--- src/rtl/bq_pkg.sv ---
package bq_pkg;
  // Memory attributes carried with each operation
  typedef struct packed {
    logic g;   // guarded
    logic ci;  // caching-inhibited
    logic wt;  // write-through
  } attr_t;
endpackage

--- src/rtl/bq_queue.sv ---
module bq_queue
  import bq_pkg::*;
#(
  parameter int DEPTH  = 8,
  parameter int ADDR_W = 32,
  parameter int BE_W   = 8,
  localparam int IDX_W = $clog2(DEPTH),
  localparam int CNT_W = $clog2(DEPTH + 1)
) (
  input  logic              clk,
  input  logic              rst,
  input  logic              enq,
  input  logic              enq_st,
  input  logic [ADDR_W-1:0] enq_addr,
  input  logic [BE_W-1:0]   enq_be,
  input  attr_t             enq_attr,
  input  logic              retire,
  input  logic              chk_vld,
  input  logic [IDX_W-1:0]  chk_idx,
  output logic [DEPTH-1:0]  vld_o,
  output logic [DEPTH-1:0]  st_o,
  output logic [DEPTH-1:0]  chk_o,
  output logic [ADDR_W-1:0] addr_o [DEPTH],
  output logic [BE_W-1:0]   be_o   [DEPTH],
  output attr_t             attr_o [DEPTH],
  output logic [IDX_W-1:0]  head_o,
  output logic [CNT_W-1:0]  cnt_o,
  output logic              has_ld_o
);
  localparam logic [CNT_W-1:0] FULL = CNT_W'(DEPTH);

  logic             do_enq, do_ret;
  logic [IDX_W-1:0] tail;

  assign do_enq   = enq && (cnt_o != FULL);
  assign do_ret   = retire && (cnt_o != '0);
  assign tail     = head_o + cnt_o[IDX_W-1:0];
  assign has_ld_o = |(vld_o & ~st_o);

  // Payload: written on enqueue only, no reset needed
  always_ff @(posedge clk) begin
    if (do_enq) begin
      st_o[tail]   <= enq_st;
      addr_o[tail] <= enq_addr;
      be_o[tail]   <= enq_be;
      attr_o[tail] <= enq_attr;
    end
  end

  always_ff @(posedge clk) begin
    if (rst) begin
      vld_o  <= '0;
      chk_o  <= '0;
      head_o <= '0;
      cnt_o  <= '0;
    end else begin
      if (chk_vld && vld_o[chk_idx]) chk_o[chk_idx] <= 1'b1;
      if (do_enq) begin
        vld_o[tail] <= 1'b1;
        chk_o[tail] <= 1'b0;
      end
      if (do_ret) begin
        vld_o[head_o] <= 1'b0;
        head_o        <= head_o + 1'b1;
      end
      case ({do_enq, do_ret})
        2'b10:   cnt_o <= cnt_o + 1'b1;
        2'b01:   cnt_o <= cnt_o - 1'b1;
        default: cnt_o <= cnt_o;
      endcase
    end
  end

  // occupancy never exceeds the queue size
  p_cnt_bound_r2: assert property (@(posedge clk) disable iff (rst)
    cnt_o <= FULL);
  // an enqueue into a full queue without retire leaves it full
  p_full_hold_r2: assert property (@(posedge clk) disable iff (rst)
    (cnt_o == FULL) && enq && !retire |=> cnt_o == FULL);
  // retire from a non-empty queue without enqueue shrinks it by one
  p_ret_dec_r2: assert property (@(posedge clk) disable iff (rst)
    retire && !enq && (cnt_o != '0) |=> cnt_o == $past(cnt_o) - 1'b1);
endmodule

--- src/rtl/bq_rule.sv ---
module bq_rule
  import bq_pkg::*;
#(
  parameter int ADDR_W = 32,
  parameter int BE_W   = 8,
  localparam int LANE_W = $clog2(BE_W)
) (
  input  logic              e_vld,
  input  logic              e_st,
  input  logic              e_chk,
  input  logic [ADDR_W-1:0] e_addr,
  input  logic [BE_W-1:0]   e_be,
  input  attr_t             e_attr,
  input  logic              r_st,
  input  logic [ADDR_W-1:0] r_addr,
  input  logic [BE_W-1:0]   r_be,
  input  attr_t             r_attr,
  output logic              conflict
);
  logic ovl, risky, block;

  assign ovl   = (e_addr[ADDR_W-1:LANE_W] == r_addr[ADDR_W-1:LANE_W]) && |(e_be & r_be);
  assign risky = e_attr.g | e_attr.ci | r_attr.g | r_attr.ci;

  always_comb begin
    case ({r_st, e_st})
      2'b00:   block = risky;                               // load over load
      2'b01:   block = risky | ~e_chk | ovl;                // load over store
      2'b10:   block = 1'b1;                                // store over load
      default: block = risky | e_attr.wt | r_attr.wt | ovl; // store over store
    endcase
  end

  assign conflict = e_vld & block;
endmodule

--- src/rtl/bq_pick.sv ---
module bq_pick #(
  parameter int DEPTH = 8,
  localparam int IDX_W = $clog2(DEPTH)
) (
  input  logic [DEPTH-1:0] conf,
  input  logic [IDX_W-1:0] head,
  output logic             any,
  output logic [IDX_W-1:0] idx
);
  // Walk from oldest to youngest; the last hit is the youngest blocker
  always_comb begin
    idx = '0;
    for (int a = 0; a < DEPTH; a++) begin
      if (conf[head + IDX_W'(a)]) idx = head + IDX_W'(a);
    end
  end
  assign any = |conf;
endmodule

--- src/rtl/bq_order_check.sv ---
module bq_order_check
  import bq_pkg::*;
#(
  parameter int DEPTH  = 8,
  parameter int ADDR_W = 32,
  parameter int BE_W   = 8,
  localparam int IDX_W = $clog2(DEPTH),
  localparam int CNT_W = $clog2(DEPTH + 1)
) (
  input  logic              clk,
  input  logic              rst,
  input  logic              enq,
  input  logic              enq_st,
  input  logic [ADDR_W-1:0] enq_addr,
  input  logic [BE_W-1:0]   enq_be,
  input  logic              enq_g,
  input  logic              enq_ci,
  input  logic              enq_wt,
  input  logic              retire,
  input  logic              chk_vld,
  input  logic [IDX_W-1:0]  chk_idx,
  input  logic              req_vld,
  input  logic              req_st,
  input  logic [ADDR_W-1:0] req_addr,
  input  logic [BE_W-1:0]   req_be,
  input  logic              req_g,
  input  logic              req_ci,
  input  logic              req_wt,
  output logic              res_vld,
  output logic              allow,
  output logic              blk_vld,
  output logic [IDX_W-1:0]  blk_idx
);
  logic [DEPTH-1:0]  q_vld, q_st, q_chk, conf;
  logic [ADDR_W-1:0] q_addr [DEPTH];
  logic [BE_W-1:0]   q_be   [DEPTH];
  attr_t             q_attr [DEPTH];
  logic [IDX_W-1:0]  head, pick_idx;
  logic [CNT_W-1:0]  cnt;
  logic              has_ld, any;
  attr_t             enq_attr, req_attr;

  assign enq_attr = '{g: enq_g, ci: enq_ci, wt: enq_wt};
  assign req_attr = '{g: req_g, ci: req_ci, wt: req_wt};

  bq_queue #(.DEPTH(DEPTH), .ADDR_W(ADDR_W), .BE_W(BE_W)) u_queue (
    .clk(clk), .rst(rst),
    .enq(enq), .enq_st(enq_st), .enq_addr(enq_addr), .enq_be(enq_be), .enq_attr(enq_attr),
    .retire(retire), .chk_vld(chk_vld), .chk_idx(chk_idx),
    .vld_o(q_vld), .st_o(q_st), .chk_o(q_chk), .addr_o(q_addr), .be_o(q_be),
    .attr_o(q_attr), .head_o(head), .cnt_o(cnt), .has_ld_o(has_ld)
  );

  for (genvar i = 0; i < DEPTH; i++) begin : g_rule
    bq_rule #(.ADDR_W(ADDR_W), .BE_W(BE_W)) u_rule (
      .e_vld(q_vld[i]), .e_st(q_st[i]), .e_chk(q_chk[i]), .e_addr(q_addr[i]),
      .e_be(q_be[i]), .e_attr(q_attr[i]),
      .r_st(req_st), .r_addr(req_addr), .r_be(req_be), .r_attr(req_attr),
      .conflict(conf[i])
    );
  end

  bq_pick #(.DEPTH(DEPTH)) u_pick (.conf(conf), .head(head), .any(any), .idx(pick_idx));

  always_ff @(posedge clk) begin
    if (rst) begin
      res_vld <= 1'b0;
      allow   <= 1'b0;
      blk_vld <= 1'b0;
      blk_idx <= '0;
    end else begin
      res_vld <= req_vld;
      allow   <= req_vld & ~any;
      blk_vld <= req_vld & any;
      blk_idx <= req_vld ? pick_idx : '0;
    end
  end

  // a store request with any held load is refused
  p_st_after_ld_r8: assert property (@(posedge clk) disable iff (rst)
    req_vld && req_st && has_ld |=> !allow && blk_vld);
  // the empty queue lets every request through
  p_empty_pass_r1: assert property (@(posedge clk) disable iff (rst)
    req_vld && (cnt == '0) |=> allow && !blk_vld);
  // no request, no verdict
  p_idle_quiet_r3: assert property (@(posedge clk) disable iff (rst)
    !req_vld |=> !res_vld && !allow && !blk_vld);
  // a reported blocker names a slot that held an entry
  p_blk_live_r10: assert property (@(posedge clk) disable iff (rst)
    req_vld && any |-> q_vld[pick_idx]);
endmodule

--- config.mk ---
export PLATFORM = sky130hd
export DESIGN_NAME = bq_order_check
export DESIGN_NICKNAME = d
export VERILOG_FILES = /design/src/rtl/bq_pkg.sv /design/src/rtl/bq_queue.sv /design/src/rtl/bq_rule.sv /design/src/rtl/bq_pick.sv /design/src/rtl/bq_order_check.sv
export SDC_FILE = /design/constraint.sdc
export NUM_CORES = 1
export LEC_CHECK = 0
export BUFFER_PORTS_ARGS = -buffer_cell sky130_fd_sc_hd__buf_2
export CAP_MARGIN = 20
export CORE_MARGIN = 4
export CORE_UTILIZATION = 37
export CTS_CLUSTER_DIAMETER = 80
export DETAILED_ROUTE_END_ITERATION = 6
export GPL_TIMING_DRIVEN = 0
export PLACE_DENSITY = 0.54
export SYNTH_ARGS = -nofsm -noshare
export SYNTH_HDL_FRONTEND = slang
export SYNTH_SLANG_ARGS = --single-unit
--- constraint.sdc ---
create_clock -name clk -period 5.14 [get_ports clk]
set_clock_uncertainty 0.1 [all_clocks]
set_input_delay 0.257 -clock clk [delete_from_list [all_inputs] [get_ports clk]]
set_output_delay 0.257 -clock clk [all_outputs]
set_load 0.02 [all_outputs]
==> results.md, run 1 <==
* Status: completed
* Post-Synthesis Cells at 1050
* # nets final at 1318
* Tot GR Track Use at 19.10%
* Area contributors post-synth: edfxtp_1 (64%), xor2_1 (8.6%), xnor2_1 (5.2%)
* GR Overflow Total at 0
* # hold bufs at CTS at 43
* Number of synthesized flops with an enable pin at 328
* Synthesized Nets at 1159
* Kind of end point of the critical path: flip-flop
* Worst-skew pair later-pin latency at 0.56 ns
* Cell with the most instances after synthesis: edfxtp_1
* Synth Flop Type: edfxtp_1
* Pins over their slew limit at 0
* Largest net degree at the start of global routing at 29
* Cell taking the most area after synthesis: edfxtp_1
* TNS Setup at 0 ns
* Post-place instance area at 0.01673 mm²
* Max Buffers Root-to-Sink at 3
* Final Hold Fails at 0
* Worst vdd ir at 0.0002152 V
* Critical Path Fanout Max at 8
* Grt met1 use at 26.91%
* Setup CP Type: flip-flop to flip-flop
* Vias at 9348
* Starting Density at 37.60%
* Initial antenna violation count at 2
* Die height at 212.4 µm
* Seq cells post-synth at 357
* Worst rel slew slack at 35.25%
* RSZ-0062 raised after global routing: false
* Iter 0 DRT Violations at 673
* CP max-delay cell: nor4_1
* Number of global-route vias before repair at 9450
* Netlist Area Pre-Place at 0.01546 mm²
* Sink Count at 357
* Leak pwr at 6.140 nW
* Startpoint Class: flip-flop
* Synth cell types at 64
* Least-Margin Pin Slew at 0.9690 ns
* Area of the die at 0.04511 mm²
* Input/output buffers at 57
* Post-DP HPWL at 29.41 mm
* Cell area power density at 446.8 mW/mm²
* Setup violations, final at 0
* Busiest grt layer: met2
* Max Cap Viol at 0
* Most frequent cells after synthesis: edfxtp_1 (328), xor2_1 (151), xnor2_1 (92)
* Seq/Total Area, Yosys at 67.48%
* Req. time, crit path at 5.53 ns
* Register area at 0.01043 mm²
* CTS H-tree lvls at 2
* Max Clk Rate at 265.4 MHz
* Fin area at 0.01842 mm²
* Routed length per instance at 23.95 µm
* RD Place Congestion at 0.8250
* Clock Tree Root: clkbuf_16
* Row Count at 74
* First-pass GRT wire length at 63.04 mm
* # IOs at 103
* Worst min-delay path class: input port to flip-flop
* TritonCTS clock tree: done
* Yosys Warn Count at 0
* Syn_area_per_cell at 14.72 µm²
* Routed WL at 42.40 mm
* Post-cts sizing count at 0
* Grt met3 use at 2.671%
* Clk slew on worst S/H paths at 0.05 ns
* Grt met2 use at 31.20%
* Multi-input logic area at 0.004798 mm²
* Drt pass-1 iters at 5
* Final ANT Viol Nets at 0
* Synth async-reset ratio at 0%
* Layout cells sized above 1 at 14.89%
* Vias/cell at 5.281
* DRC viols at 0
* Delay-heaviest family, CP: compound AO/OA/AOI/OAI gates
* CORE AREA at 0.04111 mm²
* Worst reg-to-reg setup slack at 1.37 ns
* Peak per-stage delay on the critical path at 0.70 ns
* Area fraction of the dominant cell type after synthesis at 63.73%
* CP Cell Sequence: xnor2_1, o211ai_1, nor4_1, a31oi_1, mux2i_1, mux2_2, nand2_1, a211o_1, a21oi_1, o221a_2
* Minimum clock period after layout at 3.768 ns
* Crit share post-route at 73.31%
* Buf/Inv on CP at 0
* # fillers at 3681
* Synth-to-Final Area Change at 19.17%
* Tot Pwr at 0.008229 W
* Postcts setup bufs at 0
* Die Span X at 212.4 µm
* Arr. time, crit path at 4.16 ns
* CTS Buf Count at 41
final cells by class:
| type | count | share of cell area, % |
|---|---|---|
| multi-input cells | 630 | 26.05 |
| repair buffers | 116 | 5.339 |
| well taps | 532 | 3.614 |
| clock inverters | 18 | 0.9035 |
| inverters | 9 | 0.1834 |
| flip-flops and latches | 357 | 56.63 |
| diodes | 2 | 0.02717 |
| plain buffers | 54 | 1.352 |
| clock buffers | 52 | 5.903 |
cell families (layout without fill, tap and decap cells):
group / Yosys count / after routing / share of synthesized area [%]
flip-flops: 357 / 357 / 67.48
other: 0 / 2 / 0
XOR/XNOR: 243 / 243 / 13.77
AO/OA/AOI/OAI: 130 / 130 / 6.258
AND/OR/NAND/NOR: 223 / 223 / 7.650
multiplexers: 22 / 22 / 1.943
adder cells (fa/ha/maj): 12 / 12 / 1.069
buffers and inverters: 63 / 249 / 1.829
layer usage:
| layer | share of wire [%] | routed length (µm) |
|---|---|---|
| met1 | 45 | 19110 |
| met2 | 48 | 20430 |
| met3 | 4.9 | 2077 |
| met4 | 1.8 | 770 |
| met5 | 0 | 0 |
path summary, 6_finish.rpt:
path,from,endpoint,cells after the start
max,u_queue.addr_o[113]$_DFFE_PP_,blk_idx[2]$_SDFF_PP0_,10
min,chk_idx[2],u_queue.chk_o[0]$_SDFF_PP0_,4
max reg2reg,u_queue.addr_o[113]$_DFFE_PP_,blk_idx[2]$_SDFF_PP0_,10
min reg2reg,u_queue.cnt_o[3]$_SDFFE_PP0P_,u_queue.cnt_o[3]$_SDFFE_PP0P_,2
layout by cell type, fill, tap and decap left out, types with 9 or more instances in the layout:
master	n
clkinv_1	10
buf_6	9
ha_1	10
clkbuf_1	29
a21oi_1	17
nand3_1	11
a22oi_1	29
nand2_1	32
nor2_1	41
xnor2_1	92
dfxtp_1	29
mux2i_1	12
a211oi_1	10
clkbuf_16	41
o21ai_0	11
nand4_1	39
dlygate4sd3_1	43
edfxtp_1	328
buf_2	87
xor2_1	151
nor3_1	21
nor4_1	38
stage by stage:
stage / std cells / setup slack, ns / utilization, % / hold slack, ns
finish: 1770 / 1.372 / 44.80 / 0.07202
global route: 1770 / 1.124 / 44.80 / 0.1055
CTS: 1768 / 1.405 / 44.79 / 0.03346
detailed placement: 1655 / 1.193 / 40.70 / 0.3930
global placement: 1639 / -2.555 / 39.91 / 0.3870
floorplan: 1050 / 0.2720 / - / 0.2363
worst register-to-register path, delay by kind of cell, from the launching register on:
kind / cells / cell delay (ns)
flops: 1 / 0.37
simple gates: 2 / 0.80
compound gates: 5 / 1.39
xor+xnor: 1 / 0.24
mux: 2 / 0.81
sequential cells by signal, summed over array words and instances, names as in the netlist:
register and count:
u_queue.cnt_o 4, allow 1, u_queue.attr_o 24, u_queue.chk_o 8, res_vld 1, blk_vld 1
u_queue.st_o 8, u_queue.head_o 3, u_queue.be_o 64, blk_idx 3, u_queue.vld_o 8, u_queue.addr_o 232
power by group:
group | leakage, nW | internal, W | switching [W]
combinational | 2.31 | 0.000558 | 0.000999
clock | 0.614 | 0.00164 | 0.00112
sequential | 3.21 | 0.00373 | 0.000181
total | 6.14 | 0.00593 | 0.00230
Note: power is estimated with default switching activity, not from simulation.
==> inputs of run 2 (changes only) <==
Clock period 5.14 ns to 3.4 ns, I/O delays scaled along.
==> run 2 against run 1 <==
Against the previous run:
- sequential power rose by 51%
- via count rose by 0.70%
- utilization rose by 0.96 points
- first-iteration DRC count rose by 4.3%
- largest power group unchanged
==> results.md, run 2 (same netlist as run 1, synthesis figures left out) <==
* Cell area power density at 678.0 mW/mm²
* Tot GR Track Use at 18.80%
* Drt pass-1 iters at 5
* Layout cells sized above 1 at 17.91%
* Arr. time, crit path at 3.77 ns
* Largest net degree at the start of global routing at 29
* Combinational Power Share at 19.6%
* Sw frac at 28.20%
* CP Cell Sequence: xor2_1, nor4_2, nand4_1, buf_4, o31a_1, mux4_2, a221o_2, nor2_1, nand3_1, and4b_1, o22ai_2
* CTS H-tree lvls at 2
* Clk pwr share at 34.0%
* Worst rel slew slack at 31.87%
* Leak pwr at 6.271 nW
* Starting Density at 37.60%
* Die height at 212.4 µm
* Max Buffers Root-to-Sink at 3
* DRC viols at 0
* RSZ-0062 raised after global routing: true
* Max reg flops at 232
* Input/output buffers at 57
* Critical Path Fanout Max at 8
* Setup CP Type: flip-flop to flip-flop
* Final Hold Fails at 0
* # nets final at 1334
* Iter 0 DRT Violations at 702
* Final setup margin at 0.01154 ns
* Commonest non-fill, non-tap cell in the layout: edfxtp_1
* GR Overflow Total at 0
* Clk slew on worst S/H paths at 0.06 ns
* Reg power frac at 46.4%
* Startpoint Class: flip-flop
* Largest regs: u_queue.addr_o: 232 flops, u_queue.be_o: 64 flops, u_queue.attr_o: 24 flops
* # IOs at 103
* Vias at 9413
* CP max-delay cell: mux4_2
* Post-DP HPWL at 29.24 mm
* RD Place Congestion at 0.8295
* CTS Buf Count at 41
* Status: completed
* Kind of end point of the critical path: flip-flop
* Crit share post-route at 99.66%
* Initial antenna violation count at 1
* Pins over their slew limit at 0
* Max Clk Rate at 295.1 MHz
* Final ANT Viol Nets at 0
* Worst vdd ir at 0.0003066 V
* Placement Setup Slack at -0.4123 ns
* Number of global-route vias before repair at 9235
* Cells after DPL at 1650
* Worst-skew pair later-pin latency at 0.55 ns
* Synth-to-Final Area Change at 21.72%
* Post-place instance area at 0.01671 mm²
* TritonCTS clock tree: done
* Req. time, crit path at 3.78 ns
* Max Cap Viol at 0
* Worst min-delay path class: input port to flip-flop
* Fin area at 0.01881 mm²
* Minimum clock period after layout at 3.388 ns
* Clock Tree Root: clkbuf_16
* Switching Power at 0.003597 W
* Least-Margin Pin Slew at 1.009 ns
* Commonest non-fill, non-tap cells in the layout: edfxtp_1 (328), xor2_1 (151), xnor2_1 (92)
* First-pass GRT wire length at 62.13 mm
* Routed length per instance at 23.95 µm
* Sink Count at 357
* Peak per-stage delay on the critical path at 0.52 ns
* # fillers at 3637
* Fin cells at 1789
* Area of the die at 0.04511 mm²
* Most flop-heavy register: u_queue.addr_o
* Internal Power at 0.009158 W
* Routed WL at 42.85 mm
* Setup violations, final at 0
* CORE AREA at 0.04111 mm²
* Vias/cell at 5.262
* Die Span X at 212.4 µm
* Row Count at 74
[run 2: cell count changes in the layout (fill, tap and decap cells not counted), moves of 2 or more]
| cell | previous run | this run |
|---|---|---|
| buf_4 | 0 | 14 |
| clkbuf_2 | 1 | 4 |
| nor4_2 | 0 | 11 |
| inv_6 | 2 | 0 |
| clkinvlp_4 | 0 | 6 |
| buf_6 | 9 | 1 |
| clkbuf_1 | 29 | 24 |
| nor4_4 | 0 | 2 |
| nor3_2 | 2 | 0 |
| dlygate4sd3_1 | 43 | 46 |
| nor3_4 | 0 | 2 |
| buf_12 | 4 | 9 |
| nor4_1 | 38 | 25 |
[run 2: routing by layer]
metal | track usage (%) | up-vias | wire [µm]
met5 | 0 | - | 0
met3 | 3.025 | 47 | 2497
met1 | 27.01 | 4730 | 19320
met4 | 4.665 | 0 | 837
met2 | 30.13 | 305 | 20200
li1 | - | 4331 | -
[run 2: layout make-up]
class	instances	area (µm²)	share of cell area [%]
Antenna cell	1	2.502	0.01330
Buffer	54	252.7	1.343
Clock buffer	50	1091	5.799
Clock inverter	24	235.2	1.250
Inverter	9	38.79	0.2062
Multi-Input combinational cell	631	4954	26.33
Sequential cell	357	10430	55.44
Tap cell	532	665.6	3.538
Timing Repair Buffer	131	1144	6.079
[run 2: stage by stage]
step	power (W)	utilization [%]	setup TNS [ns]	hold slack (ns)
detailed placement	0.008319	40.64	-2.305	0.3625
global placement	0.008173	39.94	-663.39	0.3658
global route	0.01331	45.76	-0.1137	0.07832
CTS	0.01278	45.41	-0.02135	0.006941
finish	0.01275	45.76	0	0.03050
floorplan	0.007432	-	-107.46	0.1493
[run 2: power groups by stage]
stage	logic (W)	registers (W)	clock network, W
finish	0.00251	0.00591	0.00434
global route	0.00272	0.00598	0.00460
CTS	0.00244	0.00592	0.00442
detailed placement	0.00231	0.00601	0
global placement	0.00214	0.00603	0
floorplan	0.00142	0.00601	0
[run 2: final timing paths]
check	slack [ns]	end	cells past startpoint	startpoint
setup / recovery	0.01	blk_idx[1]$_SDFF_PP0_	11	u_queue.addr_o[238]$_DFFE_PP_
hold / removal	0.03	u_queue.head_o[1]$_SDFFE_PP0P_	4	retire
setup reg to reg	0.01	blk_idx[1]$_SDFF_PP0_	11	u_queue.addr_o[238]$_DFFE_PP_
hold reg to reg	0.41	u_queue.chk_o[0]$_SDFF_PP0_	2	u_queue.chk_o[0]$_SDFF_PP0_
[run 2: timing repair]
action                                  in CTS  in global routing
resized for setup                           13                 19
endpoints found under the setup margin      83                 55
hold buffers                                46                  0
pin swaps                                   10                  7
buffers inserted                             8                  9
endpoints found under the hold margin      335                  0
cloned                                       0                  1
[run 2: critical path: cells and delay by family (launching register included)]
| family | cells | cell delay (ns) |
|---|---|---|
| mux | 1 | 0.52 |
| compound gates | 3 | 0.93 |
| flops | 1 | 0.39 |
| simple gates | 5 | 1.02 |
| buf+inv | 1 | 0.19 |
| xor+xnor | 1 | 0.19 |
